==> config.mk <==
export PLATFORM = sky130hd
export DESIGN_NAME = swdh_engine
export DESIGN_NICKNAME = d
export VERILOG_FILES = /design/src/rtl/swdh_pkg.sv /design/src/rtl/swdh_clkgen.sv /design/src/rtl/swdh_retry.sv /design/src/rtl/swdh_seq.sv /design/src/rtl/swdh_engine.sv
export SDC_FILE = /design/constraint.sdc
export NUM_CORES = 1
export LEC_CHECK = 0
export ABC_AREA = 0
export ABC_CLOCK_PERIOD_IN_PS = 1880
export CELL_PAD_IN_SITES_DETAIL_PLACEMENT = 0
export CELL_PAD_IN_SITES_GLOBAL_PLACEMENT = 1
export CORE_ASPECT_RATIO = 0.8
export CORE_MARGIN = 3
export CORE_UTILIZATION = 38
export DETAILED_ROUTE_END_ITERATION = 8
export HOLD_SLACK_MARGIN = 0.15
export PLACE_DENSITY = 0.76
export SLEW_MARGIN = 30
export SYNTH_ARGS = -nofsm -noshare
export SYNTH_HDL_FRONTEND = slang
export SYNTH_SLANG_ARGS = --single-unit
==> constraint.sdc <==
create_clock -name clk -period 1.88 [get_ports clk]
set_input_delay 0.376 -clock clk [delete_from_list [all_inputs] [get_ports clk]]
set_output_delay 0.376 -clock clk [all_outputs]
set_load 0.02 [all_outputs]
==> src/rtl/swdh_pkg.sv <==
package swdh_pkg;

  typedef enum logic [1:0] {
    OP_XFER   = 2'd0,
    OP_LRESET = 2'd1,
    OP_IDLE   = 2'd2
  } swdh_op_e;

  typedef enum logic [3:0] {
    S_IDLE, S_REQ, S_TRNA, S_ACK, S_TRNB,
    S_WDATA, S_RDATA, S_TRNC, S_RSTHI, S_RSTLO, S_IDLECYC
  } swdh_state_e;

  localparam logic [2:0] ACK_OK    = 3'b001;
  localparam logic [2:0] ACK_WAIT  = 3'b010;
  localparam logic [2:0] ACK_FAULT = 3'b100;

  function automatic logic req_parity(input logic ap, input logic rd,
                                      input logic [1:0] addr);
    return ap ^ rd ^ addr[0] ^ addr[1];
  endfunction

  // bit 0 leaves the host first
  function automatic logic [7:0] req_byte(input logic ap, input logic rd,
                                          input logic [1:0] addr);
    return {1'b1, 1'b0, req_parity(ap, rd, addr), addr[1], addr[0], rd, ap, 1'b1};
  endfunction

  function automatic logic word_parity(input logic [31:0] w);
    return ^w;
  endfunction

endpackage

==> src/rtl/swdh_clkgen.sv <==
module swdh_clkgen #(
  parameter int HALF_DIV = 2
) (
  input  logic clk,
  input  logic rst_n,
  input  logic run,
  output logic swclk,
  output logic sample_pt,
  output logic slot_end
);
  localparam int CNT_W = $clog2(2 * HALF_DIV);
  localparam logic [CNT_W-1:0] LAST = CNT_W'(2 * HALF_DIV - 1);
  localparam logic [CNT_W-1:0] MID  = CNT_W'(HALF_DIV);

  logic [CNT_W-1:0] cnt;

  always_ff @(posedge clk) begin
    if (!rst_n || !run) cnt <= '0;
    else if (cnt == LAST) cnt <= '0;
    else cnt <= cnt + 1'b1;
  end

  // low half first: every slot opens on a falling edge
  assign swclk     = run && (cnt >= MID);
  assign sample_pt = run && (cnt == MID);
  assign slot_end  = run && (cnt == LAST);
endmodule

==> src/rtl/swdh_retry.sv <==
module swdh_retry #(
  parameter int RETRY_W = 4
) (
  input  logic               clk,
  input  logic               rst_n,
  input  logic               load,
  input  logic [RETRY_W-1:0] limit,
  input  logic               bump,
  output logic               exhausted
);
  logic [RETRY_W-1:0] cnt, limit_q;

  always_ff @(posedge clk) begin
    if (!rst_n) begin
      cnt     <= '0;
      limit_q <= '0;
    end else if (load) begin
      cnt     <= '0;
      limit_q <= limit;
    end else if (bump) begin
      cnt <= cnt + 1'b1;
    end
  end

  assign exhausted = (cnt == limit_q);

  // reissues never pass the limit latched with the command
  a_r5_retry_bound: assert property (@(posedge clk) disable iff (!rst_n)
    cnt <= limit_q);
endmodule

==> src/rtl/swdh_seq.sv <==
module swdh_seq
  import swdh_pkg::*;
#(
  parameter int LR_HI  = 50,
  parameter int LR_LO  = 2,
  parameter int IDLE_N = 8
) (
  input  logic        clk,
  input  logic        rst_n,
  input  logic        cmd_valid,
  input  logic [1:0]  cmd_op,
  input  logic        cmd_apndp,
  input  logic        cmd_rnw,
  input  logic [1:0]  cmd_addr,
  input  logic [31:0] cmd_wdata,
  input  logic        sample_pt,
  input  logic        slot_end,
  input  logic        swdio_i,
  input  logic        retry_exh,
  output logic        retry_load,
  output logic        retry_bump,
  output logic        busy,
  output logic        done,
  output logic        swdio_o,
  output logic        swdio_oe,
  output logic [2:0]  rsp_ack,
  output logic [31:0] rsp_rdata,
  output logic        rsp_perr,
  output logic        rsp_timeout
);
  localparam int MAXS = (LR_HI > 33) ? LR_HI : 33;
  localparam int BC_W = $clog2(MAXS + 1);
  localparam logic [BC_W-1:0] LAST_REQ  = BC_W'(7);
  localparam logic [BC_W-1:0] LAST_ACK  = BC_W'(2);
  localparam logic [BC_W-1:0] LAST_DATA = BC_W'(32);
  localparam logic [BC_W-1:0] LAST_HI   = BC_W'(LR_HI - 1);
  localparam logic [BC_W-1:0] LAST_LO   = BC_W'(LR_LO - 1);
  localparam logic [BC_W-1:0] LAST_IDL  = BC_W'(IDLE_N - 1);

  swdh_state_e     state;
  logic [BC_W-1:0] bitcnt;
  logic [7:0]      req_q;
  logic            rnw_q;
  logic [31:0]     wdata_q;
  logic [32:0]     shreg;
  logic [2:0]      ack_q;

  // named events for the checks and the retry counter
  logic accept, ack_is_ok, ack_is_wait, trnb_end;
  assign accept      = cmd_valid && (state == S_IDLE);
  assign ack_is_ok   = (ack_q == ACK_OK);
  assign ack_is_wait = (ack_q == ACK_WAIT);
  assign trnb_end    = slot_end && (state == S_TRNB);
  assign retry_load  = accept;
  assign retry_bump  = trnb_end && ack_is_wait && !retry_exh;
  assign busy        = (state != S_IDLE);

  always_comb begin
    swdio_oe = 1'b1;
    swdio_o  = 1'b0;
    case (state)
      S_REQ:   swdio_o = req_q[bitcnt[2:0]];
      S_WDATA: swdio_o = (bitcnt == LAST_DATA) ? word_parity(wdata_q)
                                               : wdata_q[bitcnt[4:0]];
      S_RSTHI: swdio_o = 1'b1;
      S_TRNA, S_ACK, S_TRNB, S_RDATA, S_TRNC: swdio_oe = 1'b0;
      default: ;
    endcase
  end

  always_ff @(posedge clk) begin
    if (!rst_n) begin
      state       <= S_IDLE;
      bitcnt      <= '0;
      req_q       <= '0;
      rnw_q       <= 1'b0;
      wdata_q     <= '0;
      shreg       <= '0;
      ack_q       <= '0;
      done        <= 1'b0;
      rsp_ack     <= '0;
      rsp_rdata   <= '0;
      rsp_perr    <= 1'b0;
      rsp_timeout <= 1'b0;
    end else begin
      done <= 1'b0;
      if (accept) begin
        bitcnt <= '0;
        case (swdh_op_e'(cmd_op))
          OP_XFER: begin
            state   <= S_REQ;
            req_q   <= req_byte(cmd_apndp, cmd_rnw, cmd_addr);
            rnw_q   <= cmd_rnw;
            wdata_q <= cmd_wdata;
          end
          OP_LRESET: state <= S_RSTHI;
          default:   state <= S_IDLECYC;
        endcase
      end
      if (sample_pt && state == S_ACK)   ack_q[bitcnt[1:0]] <= swdio_i;
      if (sample_pt && state == S_RDATA) shreg[bitcnt[5:0]] <= swdio_i;
      if (slot_end) begin
        bitcnt <= bitcnt + 1'b1;
        case (state)
          S_REQ: if (bitcnt == LAST_REQ) begin state <= S_TRNA; bitcnt <= '0; end
          S_TRNA: begin state <= S_ACK; bitcnt <= '0; end
          S_ACK: if (bitcnt == LAST_ACK) begin
            bitcnt <= '0;
            state  <= (ack_is_ok && rnw_q) ? S_RDATA : S_TRNB;
          end
          S_RDATA: if (bitcnt == LAST_DATA) begin state <= S_TRNC; bitcnt <= '0; end
          S_TRNC: begin
            state       <= S_IDLE;
            done        <= 1'b1;
            rsp_ack     <= ack_q;
            rsp_rdata   <= shreg[31:0];
            rsp_perr    <= word_parity(shreg[31:0]) ^ shreg[32];
            rsp_timeout <= 1'b0;
          end
          S_TRNB: begin
            bitcnt <= '0;
            if (ack_is_ok) state <= S_WDATA;
            else if (ack_is_wait && !retry_exh) state <= S_REQ;
            else begin
              state       <= S_IDLE;
              done        <= 1'b1;
              rsp_ack     <= ack_q;
              rsp_rdata   <= '0;
              rsp_perr    <= 1'b0;
              rsp_timeout <= ack_is_wait;
            end
          end
          S_WDATA: if (bitcnt == LAST_DATA) begin
            state       <= S_IDLE;
            done        <= 1'b1;
            rsp_ack     <= ack_q;
            rsp_perr    <= 1'b0;
            rsp_timeout <= 1'b0;
          end
          S_RSTHI: if (bitcnt == LAST_HI) begin state <= S_RSTLO; bitcnt <= '0; end
          S_RSTLO: if (bitcnt == LAST_LO) begin state <= S_IDLE; done <= 1'b1; end
          S_IDLECYC: if (bitcnt == LAST_IDL) begin state <= S_IDLE; done <= 1'b1; end
          default: ;
        endcase
      end
    end
  end

  // completion is a single pulse that leaves the engine idle
  a_r10_done_pulse: assert property (@(posedge clk) disable iff (!rst_n)
    done |=> !done);
  a_r10_done_idle: assert property (@(posedge clk) disable iff (!rst_n)
    done |-> !busy);
  // a timeout is only ever reported together with a WAIT code
  a_r5_timeout_wait: assert property (@(posedge clk) disable iff (!rst_n)
    (done && rsp_timeout) |-> (rsp_ack == ACK_WAIT));
endmodule

==> src/rtl/swdh_engine.sv <==
module swdh_engine #(
  parameter int HALF_DIV = 2,
  parameter int RETRY_W  = 4,
  parameter int LR_HI    = 50,
  parameter int LR_LO    = 2,
  parameter int IDLE_N   = 8
) (
  input  logic               clk,
  input  logic               rst_n,
  input  logic               cmd_valid,
  input  logic [1:0]         cmd_op,
  input  logic               cmd_apndp,
  input  logic               cmd_rnw,
  input  logic [1:0]         cmd_addr,
  input  logic [31:0]        cmd_wdata,
  input  logic [RETRY_W-1:0] retry_limit,
  output logic               busy,
  output logic               done,
  output logic [2:0]         rsp_ack,
  output logic [31:0]        rsp_rdata,
  output logic               rsp_perr,
  output logic               rsp_timeout,
  output logic               swclk,
  output logic               swdio_o,
  output logic               swdio_oe,
  input  logic               swdio_i
);
  logic sample_pt, slot_end, retry_exh, retry_load, retry_bump;

  swdh_clkgen #(.HALF_DIV(HALF_DIV)) u_clk (
    .clk(clk), .rst_n(rst_n), .run(busy),
    .swclk(swclk), .sample_pt(sample_pt), .slot_end(slot_end));

  swdh_retry #(.RETRY_W(RETRY_W)) u_retry (
    .clk(clk), .rst_n(rst_n), .load(retry_load), .limit(retry_limit),
    .bump(retry_bump), .exhausted(retry_exh));

  swdh_seq #(.LR_HI(LR_HI), .LR_LO(LR_LO), .IDLE_N(IDLE_N)) u_seq (
    .clk(clk), .rst_n(rst_n), .cmd_valid(cmd_valid), .cmd_op(cmd_op),
    .cmd_apndp(cmd_apndp), .cmd_rnw(cmd_rnw), .cmd_addr(cmd_addr),
    .cmd_wdata(cmd_wdata), .sample_pt(sample_pt), .slot_end(slot_end),
    .swdio_i(swdio_i), .retry_exh(retry_exh), .retry_load(retry_load),
    .retry_bump(retry_bump), .busy(busy), .done(done),
    .swdio_o(swdio_o), .swdio_oe(swdio_oe), .rsp_ack(rsp_ack),
    .rsp_rdata(rsp_rdata), .rsp_perr(rsp_perr), .rsp_timeout(rsp_timeout));

  // line value and enable hold while the serial clock is high
  a_r9_stable_high: assert property (@(posedge clk) disable iff (!rst_n)
    (swclk && $past(swclk)) |-> ($stable(swdio_o) && $stable(swdio_oe)));
  // the serial clock rests low whenever no command runs
  a_r10_clock_rest: assert property (@(posedge clk) disable iff (!rst_n)
    !busy |-> !swclk);
endmodule

==> results of run 1 <==
[worst max-delay path, cell delays in order, from the launching register on]
cell	delay, ns
dfxtp_4	0.36
buf_12	0.13
buf_4	0.13
nor2_1	0.24
nand2_1	0.09
a21oi_1	0.16
nor3_1	0.07
a311oi_1	0.28
a211oi_2	0.09
a21boi_4	0.15
buf_6	0.13
[final timing paths]
kind,start,end,slack (ns),depth (start not counted)
max,u_seq.bitcnt[1],swdio_o,-0.77,10
min,rst_n,u_seq.state[1],0.43,4
max reg2reg,u_seq.bitcnt[1],u_seq.state[0],-0.36,13
min reg2reg,u_seq.req_q[4],u_seq.req_q[4],0.45,2
[cells in the final DEF, fill, tap and decap left out, types with 28 or more instances in the layout]
| cell | count |
|---|---|
| nor2_1 | 34 |
| xnor2_1 | 45 |
| buf_6 | 34 |
| a21boi_1 | 52 |
| nand3_2 | 29 |
| nand2_1 | 109 |
| dfxtp_1 | 110 |
| nand2_4 | 28 |
| clkdlybuf4s50_1 | 82 |
| mux2i_1 | 29 |
| nand2_2 | 33 |
| buf_4 | 120 |
[power by group]
part | internal [uW] | switching (uW) | total [uW]
sequential | 2840 | 44.0 | 2880
combinational | 541 | 433 | 974
clock | 1990 | 1260 | 3260
total | 5370 | 1740 | 7110
[routing by layer]
layer  GRT usage [%]  up-vias  part of all wire, %
li1                -     3344                    -
met1            35.3     3251                   54
met2            28.1      169                   40
met3            4.39       11                  5.6
met4            4.05        0                 0.61
met5               0        -                    0
[flip-flops by register name, indices dropped and copies added (netlist names), 4 cells and up]
name / flops
u_retry.cnt: 4
u_retry.limit_q: 4
u_seq.bitcnt: 6
u_seq.req_q: 6
u_seq.rsp_rdata: 32
u_seq.shreg: 33
u_seq.state: 4
u_seq.wdata_q: 32
[through the flow]
stage,setup WS [ns],setup TNS [ns]
floorplan,-0.0407,-0.0407
global placement,-0.738,-11.70
detailed placement,-0.793,-12.36
CTS,-0.798,-15.51
global route,-0.828,-18.62
finish,-0.765,-11.60
[cells by family after synthesis]
| group | after synthesis |
|---|---|
| AND/OR/NAND/NOR | 357 |
| AO/OA/AOI/OAI | 171 |
| multiplexers | 35 |
| buffers and inverters | 71 |
| flip-flops | 132 |
| adder cells (fa/ha/maj) | 7 |
| XOR/XNOR | 73 |
[final cells by class]
cell class                      count  area (um2)  area share (%)
Inverter                            9        48.8           0.428
Clock inverter                      7        70.1           0.614
Clock buffer                       25         505            4.43
Sequential cell                   132        2690            23.5
Tap cell                          225         282            2.47
Multi-Input combinational cell    643        5130            45.0
Timing Repair Buffer              265        2680            23.5
[what timing repair did]
action | 4_1_cts | 5_1_grt
endpoints found under the hold margin | 0 | 0
buffers inserted | 24 | 11
resized for setup | 199 | 179
pin swaps | 83 | 87
gates cloned | 11 | 0
endpoints found under the setup margin | 100 | 123
==> impl_metrics.csv, run 1 <==
group,metric,value,unit
outcome,status,"finished, violations left",
outcome,violations,"setup timing",
clock_network,cts_hold_repair.buffers,0,
global_route,grt_usage,21.4,%
yosys,yosysSeqAreaShare,37.5,%
layout,nets,1121,
sta,min_period,2.65,ns
hold_path,hold_path.class,"in2reg",
power_and_ir_drop,max-vdd-ir-drop,531,uV
layout,stdcell_count,1306,
global_route,overflow,0,
layout,fin_util,64.2,%
yosys,synth_compound_area_share,17.6,%
sta,fin_ws,-0.765,ns
clock_network,cts-root-buf,"clkbuf_16",
sta,finalClockSkew,0.00656,ns
place,postPlaceCellArea,9150,um2
yosys,avgSynthCellArea,8.33,um2
die,fp.dieW,158,um
global_route,grt_antenna_before_repair,0,
yosys,synth_simple_gate_area_share,24.6,%
setup_path,worstPathMaxFanout,5,
global_route,grt_pass1_wl,34.2,mm
yosys,synth.most_common_cell,"nand2_1",
route,drtAntennaViolNets,0,
sta,relSlewSlack,73.5,%
yosys,synth_edf_count,0,
route,remaining_drc_errors,0,
setup_path,required,1.50,ns
setup_path,start_kind,"flip-flop",
sta,grt_setup_unrepaired,"yes",
sta,hold_viol,0,
yosys,synth-xor-area-share,9.08,%
yosys,synthAdderAreaFrac,1.24,%
setup_path,arrival,2.27,ns
yosys,synth_common_cells,"nand2_1, dfxtp_1, xnor2_1",
route,wl,21.8,mm
yosys,ys_async_sr_fraction,0,%
clock_network,cts_made_buffers,17,
route,dr.pass1.iters,5,
clock_network,cts_tree,"built",
place,gp_congestion,0.869,
yosys,ys_warn_count,0,
sta,whs,0.426,ns
power_and_ir_drop,power,7110,uW
die,num_rows,43,
sta,max_slew.worst_pin.slew,0.398,ns
global_route,grt_max_degree,84,
die,initial_utilization,39.7,%
route,post_drt_wl_per_cell,16.7,um
clock_network,insertion_delay,0.43,ns
yosys,ys_seq_elements,132,
route,routed_via_density,5.19,
die,coreArea,17800,um2
yosys,synth_top_family_by_area,"simple AND/OR/NAND/NOR gates",
yosys,synth_cells,846,
layout,fillers,1449,
place,dp_cells,1236,
yosys,synthDistinctLibCells,71,
setup_path,critPathKind,"reg2out",
power_and_ir_drop,p_leak,0.00425,uW
clock_network,clk_path_buf_depth,2,
layout,syn_to_final_growth,61.9,%
sta,fmax,378,MHz
place,port_buffers,87,
yosys,synth.area.mux_share,5.08,%
route,drtIter0Drc,544,
yosys,synth_area_leaders,"dfxtp_1, nand2_1, xnor2_1",
clock_network,htree_levels,4,
sta,period_share,141,%
place,dp_hpwl,14.2,mm
setup_path,end_kind,"output port",
sta,setup_viol,55,
die,pin_count,88,
yosys,syn-cell-area,7040,um2
yosys,synth_largest_area_cell,"dfxtp_1",
global_route,grt_pass1_vias,6394,
yosys,ys.flop_type,"dfxtp_1",
clock_network,clkSinkCount,132,
layout,antenna_cells,0,
yosys,synth_top_area_share,37.5,%
route,vias,6775,
die,die_area,20200,um2
yosys,syn-num-nets,899,
layout,drive_gt1_share,41.8,%
power_and_ir_drop,p_per_area,624,nW/um2
job,drv_cap,0,
sta,slew_violations,0,
clock_network,clk_pin_slew_worst_paths,0.06,ns
layout,final_area,11400,um2
die,dieHeight,128,um
Note: power is estimated with default switching activity, not from simulation.
==> run 2: changes to the inputs <==
--- a/config.mk
+++ b/config.mk
@@ -6,15 +6,15 @@
 export NUM_CORES = 1
 export LEC_CHECK = 0
 export ABC_AREA = 0
-export ABC_CLOCK_PERIOD_IN_PS = 1880
+export ABC_CLOCK_PERIOD_IN_PS = 2500
 export CELL_PAD_IN_SITES_DETAIL_PLACEMENT = 0
 export CELL_PAD_IN_SITES_GLOBAL_PLACEMENT = 1
 export CORE_ASPECT_RATIO = 0.8
 export CORE_MARGIN = 3
-export CORE_UTILIZATION = 38
+export CORE_UTILIZATION = 42
 export DETAILED_ROUTE_END_ITERATION = 8
 export HOLD_SLACK_MARGIN = 0.15
-export PLACE_DENSITY = 0.76
+export PLACE_DENSITY = 0.79
 export SLEW_MARGIN = 30
 export SYNTH_ARGS = -nofsm -noshare
 export SYNTH_HDL_FRONTEND = slang
==> constraint.sdc (replaced) <==
create_clock -name clk -period 2.5 [get_ports clk]
set_input_delay 0.5 -clock clk [delete_from_list [all_inputs] [get_ports clk]]
set_output_delay 0.5 -clock clk [all_outputs]
set_load 0.02 [all_outputs]
==> run 2 against run 1 <==
Compared with the run above:
- the flow still finishes with violations (setup timing)
- via count decreased by 6.9%
- sequential share of layout area up 5.2 points
- power down 23%
- sequential power fell by 25%
- die area is 9.1% lower
- worst hold slack improved by 0.025 ns
- first-iteration DRC count shrank 5.3%
- clock power is 14% lower
- register-to-register slack better by 0.51 ns
- non-clock buffer count fell by 99
- routed wire length down 13%
- critical path depth shrank 2
- critical path type unchanged
- critical endpoint unchanged
- largest power group unchanged
==> impl_metrics.csv, run 2 (synthesized netlist as in run 1, its figures left out) <==
group,metric,value,unit
setup_path,r2r_slack,0.15,ns
place,postPlaceCellArea,8500,um2
outcome,status,"finished, violations left",
place,dp_cells,1166,
hold_path,hold_path.class,"reg2reg",
layout,stdcell_count,1197,
die,dieHeight,122,um
sta,finalClockSkew,0.00538,ns
sta,fmax,367,MHz
layout,multi_input_area,4140,um2
layout,largest_register,"u_seq.shreg",
hold_path,hold_start,"u_seq.rsp_rdata[22]",
clock_network,cts_hold_repair.buffers,0,
setup_path,rr_startpoint,"u_seq.bitcnt[0]",
place,dp_hpwl,13.4,mm
clock_network,clkSinkCount,132,
setup_path,r2r-end,"u_seq.bitcnt[3]",
setup_path,path_cells,"buf_4 > mux2_2 > a21oi_1 > o211ai_1 > a31oi_1 > a311oi_1 > a21boi_2 > buf_6",
place,port_buffers,87,
hold_path,holdPathEnd,"u_seq.rsp_rdata[22]",
layout,top_regs,"u_seq.shreg (33), u_seq.rsp_rdata (32), u_seq.wdata_q (32)",
layout,regArea,2670,um2
die,initial_utilization,43.7,%
sta,fin_ws,-0.224,ns
place,gp_congestion,0.889,
layout,nets,1022,
clock_network,cts-root-buf,"clkbuf_16",
route,drtAntennaViolNets,0,
hold_path,min_delay_path_depth,2,
sta,setup_viol,1,
die,die_area,18400,um2
sta,min_period,2.72,ns
clock_network,insertion_delay,0.42,ns
route,dr.pass1.iters,5,
sta,max_slew.worst_pin.slew,0.634,ns
clock_network,clk_path_buf_depth,2,
layout,layout_common_cells,"nand2_1, dfxtp_1, clkdlybuf4s50_1",
route,vias,6310,
sta,whs,0.451,ns
place,place_ws,-0.388,ns
sta,relSlewSlack,57.7,%
setup_path,critPathKind,"reg2out",
layout,antenna_cells,0,
route,post_drt_wl_per_cell,15.8,um
layout,final_area,9270,um2
sta,slew_violations,0,
setup_path,arrival,2.22,ns
global_route,grt_antenna_before_repair,0,
clock_network,cts_tree,"built",
route,wl,18.9,mm
clock_network,cts_setup_buffers,0,
die,pin_count,88,
die,coreArea,16100,um2
global_route,overflow,0,
setup_path,end_kind,"output port",
outcome,violations,"setup timing",
sta,fin_setup_tns,-0.224,ns
layout,fillers,1450,
setup_path,cpPeakStageDelay,0.38,ns
clock_network,htree_levels,4,
clock_network,clk_pin_slew_worst_paths,0.06,ns
setup_path,worstPathMaxFanout,5,
job,drv_cap,0,
sta,grt_setup_unrepaired,"yes",
route,routed_via_density,5.27,
setup_path,critical-path-slowest-cell,"dfxtp_4",
global_route,grt_pass1_vias,6084,
layout,mostFrequentLayoutCell,"nand2_1",
layout,drive_gt1_share,17.0,%
setup_path,start_kind,"flip-flop",
power_and_ir_drop,max-vdd-ir-drop,459,uV
global_route,grt_pass1_wl,30.9,mm
setup_path,required,2.00,ns
setup_path,reg2reg_depth,10,
die,fp.dieW,151,um
global_route,grt_usage,21.0,%
sta,period_share,109,%
global_route,grt_max_degree,63,
route,drtIter0Drc,515,
layout,largest_reg_flops,33,
route,remaining_drc_errors,0,
die,num_rows,41,
power_and_ir_drop,p_leak,0.00334,uW
layout,syn_to_final_growth,31.6,%
clock_network,cts_made_buffers,17,
power_and_ir_drop,p_per_area,591,nW/um2
sta,hold_viol,0,
run 2: area by class of cell:
cell class | instances | share of cell area [%]
multi-input cells | 643 | 44.7
flip-flops and latches | 132 | 28.8
repair buffers | 166 | 16.1
clock buffers | 20 | 5.04
well taps | 215 | 2.90
clock inverters | 12 | 2.15
inverters | 9 | 0.364
run 2: worst max-delay path by stage:
stage                           start  slack, ns  depth (start not counted)      end
global route          u_seq.bitcnt[0]      -0.30                          8  swdio_o
detailed placement    u_seq.bitcnt[1]      -0.39                          8  swdio_o
CTS                  u_seq.wdata_q[5]      -0.19                          8  swdio_o
floorplan             u_seq.bitcnt[0]       0.17                          8  swdio_o
finish                u_seq.bitcnt[0]      -0.22                          8  swdio_o
global placement    u_seq.wdata_q[29]      -0.34                          9  swdio_o
run 2: worst max-delay path, delay by kind of cell, from the launching register on:
kind	cells	cell delay (ns)
buf+inv	2	0.30
mux	1	0.36
flops	1	0.38
compound gates	5	0.78
run 2: where the power goes:
| part | internal (uW) | switching (uW) | total, uW |
|---|---|---|---|
| Sequential | 2140 | 31.3 | 2170 |
| Clock | 1850 | 955 | 2810 |
| Combinational | 260 | 245 | 505 |
run 2: metrics by stage:
stage	util, %	total power [uW]
2_1_floorplan	-	2510
3_3_place_gp	52.8	2710
3_5_place_dp	52.8	2720
4_1_cts	57.3	5520
5_1_grt	57.5	5670
6_report	57.5	5480
run 2: layer usage:
metal	vias to the layer above	track usage, %	wire length, um
li1	3137	-	-
met1	2973	30.7	9370
met2	180	30.7	8180
met3	20	6.02	1130
met4	0	4.93	205
met5	-	0	0
run 2: repair_timing:
action,CTS,global route
pin swaps,21,7
gates resized for setup,31,13
endpoints found under the setup margin,3,8
endpoints found under the hold margin,0,0
